==> config.mk <==
export PLATFORM = sky130hd
export DESIGN_NAME = fifo_burst_tracker
export DESIGN_NICKNAME = d
export VERILOG_FILES = /design/src/rtl/fbt_pkg.sv /design/src/rtl/fbt_occ_counter.sv /design/src/rtl/fbt_level_cmp.sv /design/src/rtl/fbt_burst_sched.sv /design/src/rtl/fifo_burst_tracker.sv
export SDC_FILE = /design/constraint.sdc
export NUM_CORES = 1
export LEC_CHECK = 0
export ABC_AREA = 1
export BUFFER_PORTS_ARGS = -buffer_cell sky130_fd_sc_hd__buf_2
export CAP_MARGIN = 15
export CORE_AREA = 2 2 68 70
export DETAILED_ROUTE_END_ITERATION = 8
export DIE_AREA = 0 0 70 72
export HOLD_SLACK_MARGIN = 0.1
export PLACE_DENSITY_LB_ADDON = 0.2
export SETUP_SLACK_MARGIN = 0.1
export SLEW_MARGIN = 0
export SYNTH_ARGS = -nofsm -noshare
export SYNTH_HDL_FRONTEND = slang
export SYNTH_SLANG_ARGS = --single-unit
==> constraint.sdc <==
create_clock -name clk -period 3.7 [get_ports clk]
set_clock_uncertainty 0.2 [all_clocks]
set_input_delay 0.74 -clock clk [delete_from_list [all_inputs] [get_ports clk]]
set_output_delay 0.74 -clock clk [all_outputs]
set_load 0.05 [all_outputs]
==> src/rtl/fbt_pkg.sv <==
`timescale 1ns/1ps
package fbt_pkg;
  typedef enum logic [1:0] {
    SCH_IDLE  = 2'd0,
    SCH_OFFER = 2'd1,
    SCH_WAIT  = 2'd2
  } sch_state_e;
endpackage

==> src/rtl/fbt_occ_counter.sv <==
`timescale 1ns/1ps
module fbt_occ_counter #(
  parameter int DEPTH  = 8192,
  parameter int BURST  = 64,
  parameter int SINGLE = 4,
  parameter int CW     = $clog2(DEPTH + 1)
) (
  input  logic          clk,
  input  logic          rst_n,
  input  logic          wr_stb,
  input  logic          retire,
  input  logic          retire_big,
  input  logic          dev_empty,
  input  logic          dev_full,
  output logic [CW-1:0] count
);
  localparam logic [CW-1:0] CAP  = CW'(DEPTH);
  localparam logic [CW-1:0] BIGN = CW'(BURST);
  localparam logic [CW-1:0] SMLN = CW'(SINGLE);

  logic          wr_ok;
  logic [CW-1:0] dec;

  assign wr_ok = wr_stb && (count != CAP);

  always_comb begin
    dec = '0;
    if (retire) dec = retire_big ? BIGN : SMLN;
  end

  always_ff @(posedge clk) begin
    if (!rst_n) count <= '0;
    else        count <= count + CW'(wr_ok) - dec;
  end

  a_r2_no_overflow: assert property (@(posedge clk) disable iff (!rst_n)
    count <= CAP);
  a_r2_full_hold: assert property (@(posedge clk) disable iff (!rst_n)
    (count == CAP && wr_stb && !retire) |=> count == CAP);
  a_r11_empty_match: assert property (@(posedge clk) disable iff (!rst_n)
    dev_empty == (count == '0));
  a_r11_full_match: assert property (@(posedge clk) disable iff (!rst_n)
    dev_full == (count == CAP));
endmodule

==> src/rtl/fbt_level_cmp.sv <==
`timescale 1ns/1ps
module fbt_level_cmp #(
  parameter int CW = 14
) (
  input  logic [CW-1:0] count,
  input  logic [CW-1:0] level,
  output logic          above
);
  assign above = (count >= level);
endmodule

==> src/rtl/fbt_burst_sched.sv <==
`timescale 1ns/1ps
module fbt_burst_sched
  import fbt_pkg::*;
#(
  parameter int BURST  = 64,
  parameter int SINGLE = 4,
  parameter int CW     = 14
) (
  input  logic          clk,
  input  logic          rst_n,
  input  logic [CW-1:0] count,
  input  logic          req_ready,
  input  logic          xfer_done,
  output logic          req_valid,
  output logic          req_big,
  output logic          retire,
  output logic          retire_big
);
  localparam logic [CW-1:0] BIGN = CW'(BURST);
  localparam logic [CW-1:0] SMLN = CW'(SINGLE);

  sch_state_e state;
  logic       big_q;

  always_ff @(posedge clk) begin
    if (!rst_n) begin
      state <= SCH_IDLE;
      big_q <= 1'b0;
    end else begin
      unique case (state)
        SCH_IDLE: if (count >= SMLN) begin
          state <= SCH_OFFER;
          big_q <= (count >= BIGN);
        end
        SCH_OFFER: if (req_ready) state <= SCH_WAIT;
        SCH_WAIT:  if (xfer_done) state <= SCH_IDLE;
        default:   state <= SCH_IDLE;
      endcase
    end
  end

  assign req_valid  = (state == SCH_OFFER);
  assign req_big    = big_q;
  assign retire     = (state == SCH_WAIT) && xfer_done;
  assign retire_big = big_q;

  a_r8_offer_hold: assert property (@(posedge clk) disable iff (!rst_n)
    (req_valid && !req_ready) |=> (req_valid && $stable(req_big)));
  a_r7_min_fill: assert property (@(posedge clk) disable iff (!rst_n)
    $rose(req_valid) |-> $past(count) >= SMLN);
  a_r5_burst_pick: assert property (@(posedge clk) disable iff (!rst_n)
    ($rose(req_valid) && $past(count) >= BIGN) |-> req_big);
  a_r6_single_pick: assert property (@(posedge clk) disable iff (!rst_n)
    ($rose(req_valid) && $past(count) < BIGN) |-> !req_big);
  a_r9_one_outstanding: assert property (@(posedge clk) disable iff (!rst_n)
    (state == SCH_WAIT && !xfer_done) |=> !req_valid);
endmodule

==> src/rtl/fifo_burst_tracker.sv <==
`timescale 1ns/1ps
module fifo_burst_tracker #(
  parameter int DEPTH  = 8192,
  parameter int BURST  = 64,
  parameter int SINGLE = 4,
  localparam int CW    = $clog2(DEPTH + 1)
) (
  input  logic          clk,
  input  logic          rst_n,
  input  logic          wr_stb,
  input  logic          dev_empty,
  input  logic          dev_full,
  input  logic [CW-1:0] mf_level,
  input  logic          req_ready,
  input  logic          xfer_done,
  output logic          req_valid,
  output logic          req_big,
  output logic          mostly_full,
  output logic [CW-1:0] occ_count
);
  logic retire;
  logic retire_big;

  fbt_occ_counter #(.DEPTH(DEPTH), .BURST(BURST), .SINGLE(SINGLE), .CW(CW)) u_cnt (
    .clk(clk), .rst_n(rst_n), .wr_stb(wr_stb),
    .retire(retire), .retire_big(retire_big),
    .dev_empty(dev_empty), .dev_full(dev_full),
    .count(occ_count)
  );

  fbt_level_cmp #(.CW(CW)) u_lvl (
    .count(occ_count), .level(mf_level), .above(mostly_full)
  );

  fbt_burst_sched #(.BURST(BURST), .SINGLE(SINGLE), .CW(CW)) u_sch (
    .clk(clk), .rst_n(rst_n), .count(occ_count),
    .req_ready(req_ready), .xfer_done(xfer_done),
    .req_valid(req_valid), .req_big(req_big),
    .retire(retire), .retire_big(retire_big)
  );
endmodule

[Yosys cells after proc, flatten, opt, wreduce, memory -nomap -nowiden]
Index checks and enable logic that the tools add are counted.
Word-level totals
  bits of input ports: 21
  word-level logic and storage cells: 25
  register bits: 17
  output and inout port bits: 17
Operators by class
  $add $sub $neg: 2
  multiplexer cells: 6
  order comparisons: 3
  reduce and logical (&&, ||, !) cells: 5
  eq/ne operators: 6
Operator list (count)
  14-bit by 1-bit adder with 14-bit output: 1
  14-bit >= comparator: 1
  14-bit by 3-bit >= comparator with 1-bit output, second input constant: 1
  14-bit by 7-bit >= comparator with 1-bit output, second input constant: 1
  14-bit 2-to-1 mux: 1
  14-bit inequality test, second input constant: 1
  14-bit subtractor: 1
  7-bit 2-to-1 mux: 1
  2-bit 2-to-1 mux: 3
  2-bit one-hot mux with 3 select lines: 1
  2-bit inequality test, second input constant: 2
  3-bit AND reduction: 1
  2-bit by 1-bit == test with 1-bit output, second input constant: 1
  2-bit == test, second input constant: 1
  1-bit logical AND: 2
  2-bit zero test: 1
  2-bit by 1-bit inequality test with 1-bit output, second input constant: 1
  2-bit AND reduction: 1

[Longest topological paths before layout]
Gate-level depths: netlist (run 1).
  word-level depth: 4
  mapped depth: 16
  gate-level depth less buffers: 16

[Hierarchy]
From an unflattened synthesis (run 1), not the netlist that was laid out.
Second synthesis, totals
  cell total of the unflattened synthesis: 311
  area, all modules: 1863.0 µm²
Modules (own cells, without submodules)
  fbt_occ_counter: sequential area each 280.3 µm², instances 1, cells an instance 207, area an instance 1256.2 µm²
  fbt_level_cmp: sequential area each 0.0 µm², instances 1, cells an instance 70, area an instance 406.6 µm²
  fbt_burst_sched: sequential area each 60.1 µm², instances 1, cells an instance 34, area an instance 200.2 µm²

[Worst setup path after synthesis (run 1)]
OpenSTA, ideal clock, no wires.
  kind: in2out
  start: input mf_level[11]
  end: output mostly_full
  data required time: 2760 ps
  setup slack: 916 ps
  buffers on the path: 0
  cell stages on the path: 8
  arrival: 1844 ps
  path through: inv_1 ha_1 nand2_1 inv_1 o21ai_0 nand2_1 a21oi_1 nand3_1
Between the ends
  cells in the longest elaborated chain, start to end: 1
Ends and longest elaborated chain
  start: declaration: RTL line fifo_burst_tracker.sv:13  | input logic [CW-1:0] mf_level,
  14-bit >= comparator: RTL line fbt_level_cmp.sv:9  | assign above = (count >= level);
  end: declaration: RTL line fifo_burst_tracker.sv:18  | output logic mostly_full,
Every way passes these cells.

[Worst setup path in the final report (run 1)]
  start: input mf_level[13]
  end: output mostly_full
Same word-level chain as after synthesis.

==> summary.md, run 1 <==
| Metric | Value |
|---|---|
| Outcome | `finished clean` |
| Met2 wire length | `roughly 1900 µm` |
| Nets | `between 400 and 500` |
| Crit start category | `input pin` |
| Flops & latches, synth | `17` |
| Reg clk slew, reported paths | `around 80 ps` |
| Main combinational cell family by area after synthesis | `simple AND/OR/NAND/NOR gates` |
| H-tree levels | `1` |
| Clk_lat worst skew | `approximately 260 ps` |
| PnR worst setup slack | `approximately 800 ps` |
| Post-route ant nets | `0` |
| Die H | `72 µm` |
| Vias | `just under 2000` |
| Slowest CP cell | `ha_1` |
| Post-CTS Setup Inserts | `0` |
| Cell chain of the critical path | `buf_2, inv_1, ha_1, nand2_1, inv_1, nand3_1, nor4_1, nand2_1, nand3_1, buf_2` |
| Area contributors post-synth | `ha_1 (26%), dfxtp_1 (18%), nand2_1 (16%), inv_1 (14%), nor2_1 (6.0%)` |
| Vias in the first global route | `between 1500 and 2000` |
| Synth Area in Compound Gates | `0.101` |
| Mapped cell area | `roughly 0.0019 mm²` |
| Clock Tree Root | `clkbuf_8` |
| Hold Vio Cnt, Final | `0` |
| Crit path capture type | `output port` |
| Via/cell ratio | `4.82` |
| PortBufs | `35` |
| Met1 wire length | `about 2100 µm` |
| Simple-Gate Fraction of Synth Area | `0.314` |
| Final core occ | `0.516` |
| CTS Sinks | `17` |
| Highest Signal Layer | `met4` |
| CTS buffer count | `3` |
| First-pass GRT wire length | `7130 µm` |
| Cell Rows | `24` |
| Core area | `about 0.0043 mm²` |
| Fmax | `0.347 GHz` |
| Met3 wire len | `~190 µm` |
| Placement Setup Slack | `about 820 ps` |
| DIE WIDTH | `roughly 70 µm` |
| WL per Instance | `10.6 µm` |
| CTS resizes | `0` |
| Critical path data arrival time | `1940 ps` |
| Total GRT Usage | `0.176` |
| 1st-iter DRT viols | `67` |
| Hold Path Class | `flop to flop` |
| Total die area | `between 0.005 and 0.006 mm²` |
| Crit-path max FO | `2` |
| Slew at the pin closest to its max-slew limit | `between 400 and 500 ps` |
| Critical Path RT | `approximately 2800 ps` |
| Endpoints failing setup | `0` |
| Layout overhead on the synthesized area | `14.2%` |
| DRC viols | `0` |
| Routed WL | `4250 µm` |
| Largest net degree at the start of global routing | `15` |
| Commonest non-fill, non-tap cell in the layout | `nand2_1` |
| Worst hold slack | `about 330 ps` |
| TritonCTS clock tree | `yes` |
| Post-synth top area share | `0.260` |
| YS warnings | `0` |
| Min cycle time layout | `slightly below 3000 ps` |
| Max_cap viols | `0` |
| Setup TNS | `0 ps` |
| Number of diodes | `0` |
| Syn_area_per_cell | `6.24 µm²` |
| CTS Hold Bufs | `0` |
| Post-Synth Adder-Cell Area | `0.260` |
| Layout cells sized above 1 | `0.133` |
| Crit Path Category | `input pin to output port` |
| Max-slew headroom | `0.723` |
| Io pins | `38` |
| RSZ-0062 raised after global routing | `no` |
| Leading area contributor after synthesis | `ha_1` |
| Grt total ovfl | `0` |
| Slew Limit Fails | `0` |
| Syn Nets | `between 300 and 400` |
| DRT Pass-1 Iters | `4` |
| Most frequent cells in the layout | `nand2_1 (80), inv_1 (73), ha_1 (40)` |
| Max Root-Sink Buffers | `2` |
| Crit share post-route | `0.778` |
| Cells after Synth | `309` |
| Sequential fraction of the synthesis area | `0.177` |
| Initial antenna violation count | `0` |
| Post-detail-place hpwl | `between 3000 and 4000 µm` |
| Post-synthesis mux area share | `0` |
| Synth unique cells | `22` |
| Gp weighted congestion | `approximately 0.91` |
| Synth Area in XOR/XNOR | `0` |
| Max incr delay on CP | `approximately 290 ps` |
| Initial Util | `0.452` |
==> path summary, 6_finish.rpt <==
kind / startpoint / depth (start not counted) / slack [ps] / end
setup / recovery: mf_level[13] / 10 / 820 / mostly_full
hold / removal: u_sch.state[1]$_SDFFE_PN0P_ / 2 / 330 / u_sch.state[1]$_SDFFE_PN0P_
setup reg to reg: u_cnt.count[5]$_SDFF_PN0_ / 16 / 1190 / u_cnt.count[12]$_SDFF_PN0_
hold reg to reg: u_sch.state[1]$_SDFFE_PN0P_ / 2 / 330 / u_sch.state[1]$_SDFFE_PN0P_
==> worst max-delay path, delay by kind of cell <==
kind | cells | cell delay [ps]
AND/OR/NAND/NOR | 5 | 490
buffers and inverters | 4 | 430
adder cells (fa/ha/maj) | 1 | 290
==> layout make-up <==
cell class	count	area (µm²)
Sequential cell	17	340
Inverter	73	274
Timing Repair Buffer	35	175
Clock buffer	4	45.0
Multi-Input combinational cell	218	1300
Fill cell	464	2060
Tap cell	52	65.1
==> per-layer routing <==
layer,GRT usage,vias up
met3,0.0167,7
met1,0.233,835
met2,0.301,42
met4,0.0598,0
li1,-,1039
met5,0,-
==> sequential cells by signal, summed over array words and instances, names as in the netlist <==
signal,count
u_sch.req_big,1
u_sch.state,2
u_cnt.count,14
==> synth_stat cells <==
cell type  instances
o211ai_1           1
nand4_1            8
inv_1             73
nand3_1           10
a21o_1             1
o21a_1             1
o21bai_1           1
nand2_2            3
nor2_1            31
o21ai_0            7
ha_1              40
o21ai_1            2
a21oi_1           21
nor3_1             1
nand2_1           80
nand3b_1           1
nor2_2             3
buf_6              1
a21boi_0           2
dfxtp_1           17
nand3_2            2
nor4_1             3
==> cell families (layout without fill, tap and decap cells) <==
group                    count (synthesis)  after routing
AND/OR/NAND/NOR                        142            142
buffers and inverters                   74            112
adder cells (fa/ha/maj)                 40             40
AO/OA/AOI/OAI                           36             36
flip-flops                              17             17
==> through the flow <==
step / instances / instance area (µm²)
4_1_cts: 399 / 2200
2_1_floorplan: 309 / 1930
6_report: 399 / 2200
5_1_grt: 399 / 2200
3_3_place_gp: 395 / 2160
3_5_place_dp: 395 / 2160
Power of run 1 is left out: the tool's default activity adds up to more than one toggle a clock period on the data nets, which glitch-free logic cannot reach.
==> inputs of run 2 (changes only) <==
--- a/config.mk
+++ b/config.mk
@@ -5,12 +5,12 @@
 export SDC_FILE = /design/constraint.sdc
 export NUM_CORES = 1
 export LEC_CHECK = 0
-export ABC_AREA = 1
+export ABC_AREA = 0
 export BUFFER_PORTS_ARGS = -buffer_cell sky130_fd_sc_hd__buf_2
 export CAP_MARGIN = 15
-export CORE_AREA = 2 2 68 70
+export CORE_AREA = 2 2 65 67
 export DETAILED_ROUTE_END_ITERATION = 8
-export DIE_AREA = 0 0 70 72
+export DIE_AREA = 0 0 67 69
 export HOLD_SLACK_MARGIN = 0.1
 export PLACE_DENSITY_LB_ADDON = 0.2
 export SETUP_SLACK_MARGIN = 0.1
==> constraint.sdc (replaced) <==
create_clock -name clk -period 3 [get_ports clk]
set_clock_uncertainty 0.2 [all_clocks]
set_input_delay 0.6 -clock clk [delete_from_list [all_inputs] [get_ports clk]]
set_output_delay 0.6 -clock clk [all_outputs]
set_load 0.05 [all_outputs]
==> summary.md, run 2 <==
| Metric | Value |
|---|---|
| Sequential fraction of the synthesis area | `0.192` |
| CTS Sinks | `17` |
| Clk_lat worst skew | `approximately 270 ps` |
| WL per Instance | `approximately 13 µm` |
| CTS Hold Bufs | `0` |
| Non-filler cells, final | `about 320` |
| Cell Rows | `23` |
| Hold Path Class | `flop to flop` |
| Delay-heaviest family, CP | `compound AO/OA/AOI/OAI gates` |
| Initial Util | `0.454` |
| Routed WL | `between 4000 and 5000 µm` |
| Slowest CP cell | `o31a_4` |
| Peak supply drop | `~0.00067 V` |
| Post-synth top cells | `ha_1 (40), inv_1 (32), dfxtp_1 (17)` |
| Total die area | `between 0.004 and 0.005 mm²` |
| Number of diodes | `0` |
| Main synth FF type | `dfxtp_1` |
| Syn Nets | `280` |
| Most instantiated library cell after synthesis | `ha_1` |
| DIE WIDTH | `~67 µm` |
| Max reg flops | `14` |
| Cell Pwr Density | `1250 mW/mm²` |
| Vias | `1669` |
| Setup TNS | `0 ps` |
| Area contributors post-synth | `ha_1 (28%), dfxtp_1 (19%), inv_1 (6.8%), a21oi_1 (3.1%), nor2_1 (3.0%)` |
| Hold Vio Cnt, Final | `0` |
| Max Root-Sink Buffers | `2` |
| Slew at the pin closest to its max-slew limit | `slightly above 400 ps` |
| Clock Tree Root | `clkbuf_8` |
| Nets | `approximately 330` |
| Flops & latches, synth | `17` |
| RSZ-0062 raised after global routing | `yes` |
| Tot Pwr | `about 3000 µW` |
| Initial antenna violation count | `0` |
| Post-synth top area share | `0.282` |
| Max-slew headroom | `0.722` |
| Crit path capture type | `flop` |
| Reg clk slew, reported paths | `about 80 ps` |
| Critical Path RT | `about 3000 ps` |
| Max_cap viols | `0` |
| Min cycle time layout | `~2900 ps` |
| Crit-path max FO | `3` |
| H-tree levels | `1` |
| Cells after Synth | `roughly 220` |
| Slew Limit Fails | `0` |
| Crit Path Category | `flop to flop` |
| Crit start category | `flop` |
| Fmax | `approximately 0.35 GHz` |
| Total GRT Usage | `0.182` |
| Leading area contributor after synthesis | `ha_1` |
| Top reg by flops | `u_cnt.count` |
| YS warnings | `0` |
| Post-synth EDFFs | `0` |
| Leakage | `approximately 0.0012 µW` |
| Io pins | `38` |
| Multi-input logic area | `approximately 0.0015 mm²` |
| Cell chain of the critical path | `inv_2, ha_2, nor4b_4, a41oi_2, ha_2, inv_2, ha_4, nor2_4, o31a_4, o21ba_4, o41ai_4, buf_4, mux2i_1` |
| PortBufs | `35` |
| Ys async rst share | `0` |
| 1st-iter DRT viols | `about 50` |
| CTS buffer count | `3` |
| Core area | `slightly below 0.004 mm²` |
| Layout cells sized above 1 | `0.360` |
| Outcome | `finished clean` |
| Cells after DPL | `about 320` |
| DRT Pass-1 Iters | `4` |
| DRC viols | `0` |
| Post-route ant nets | `0` |
| Syn_area_per_cell | `a little over 8 µm²` |
| Largest net degree at the start of global routing | `16` |
| Vias in the first global route | `1535` |
| Critical path data arrival time | `between 2000 and 3000 ps` |
| Fill count | `between 300 and 400` |
| Max incr delay on CP | `approximately 350 ps` |
| Commonest non-fill, non-tap cell in the layout | `buf_2` |
| Crit share post-route | `0.951` |
| Gp weighted congestion | `about 0.80` |
| Synth unique cells | `between 40 and 50` |
| Endpoints failing setup | `0` |
| Die H | `around 69 µm` |
| First-pass GRT wire length | `between 6000 and 7000 µm` |
| Most frequent cells in the layout | `buf_2 (34), ha_1 (33), inv_1 (26)` |
| Grt total ovfl | `0` |
| Via/cell ratio | `5.18` |
| CP Buf/Inv Count | `3` |
| Mapped cell area | `around 0.0018 mm²` |
| TritonCTS clock tree | `yes` |
| FF+latch area | `approximately 350 µm²` |
| Layout overhead on the synthesized area | `33.8%` |
| Post-detail-place hpwl | `roughly 3300 µm` |
run 2: cell count changes after synthesis, sizes merged, moves of 4 or more:
cell    delta
a211oi     +5
a21o       +4
a21oi     -10
a31oi      +5
clkbuf     +4
inv       -41
nand2     -71
nand2b     +7
nand3      -6
nand4      -5
nor2      -20
nor3       +5
o31ai      +4
xnor2      +4
run 2: logic make-up (layout without fill, tap and decap cells):
group / Yosys count / after routing / synth area share
and+or+nand+nor: 64 / 64 / 0.195
xor gates and xnor gates: 4 / 4 / 0.0197
buffers and inverters: 37 / 90 / 0.0838
AOI/OAI and AO/OA: 54 / 54 / 0.211
muxes: 3 / 3 / 0.0169
adders and majority gates: 40 / 40 / 0.282
DFF: 17 / 17 / 0.192
run 2: final timing paths:
check	start	endpoint	slack, ps	cells past startpoint
max	u_cnt.count[12]$_SDFF_PN0_	u_cnt.count[8]$_SDFF_PN0_	150	13
min	u_sch.req_big$_SDFFE_PN0P_	u_sch.req_big$_SDFFE_PN0P_	320	2
max reg2reg	u_cnt.count[12]$_SDFF_PN0_	u_cnt.count[8]$_SDFF_PN0_	150	13
min reg2reg	u_sch.req_big$_SDFFE_PN0P_	u_sch.req_big$_SDFFE_PN0P_	320	2
run 2: through the flow:
step,cell area [µm²],utilization,worst slack (ps),hold WS [ps]
after floorplan,1800,-,157,333
after global placement,2130,0.545,-28.6,299
after detailed placement,2130,0.545,-31.6,303
after CTS,2200,0.562,62.8,316
after global routing,2380,0.607,68.3,339
final,2380,0.607,147,318
run 2: area by class of cell:
class / count / area share
flip-flops and latches: 17 / 0.147
clock buffers: 3 / 0.0174
inverters: 32 / 0.0526
repair buffers: 54 / 0.136
clock inverters: 1 / 0.00211
well taps: 50 / 0.0263
multi-input cells: 165 / 0.618
run 2: worst min-delay path, stage by stage, from the launching register on:
cell	delay (ps)
dfxtp_1	340
o31ai_1	70
a21oi_1	60
run 2: timing repair:
action,in CTS,in global routing
pin swaps,1,14
gates resized for setup,4,36
endpoints found under the setup margin,2,4
buffers inserted,0,2
run 2: metal layers:
metal | track usage | part of all wire | vias to the layer above
met5 | 0 | 0 | -
met4 | 0.0272 | 0.0061 | 0
met3 | 0.0392 | 0.032 | 5
met2 | 0.319 | 0.49 | 27
met1 | 0.227 | 0.47 | 755
li1 | - | - | 882
run 2: where the power goes:
group / internal (µW) / switching, µW / leakage (µW)
Sequential: 330 / 106 / 0.000143
Combinational: 1030 / 1310 / 0.00101
Clock: 92.7 / 95.0 / 0.0000255
Power figures use the tool's default switching activity.
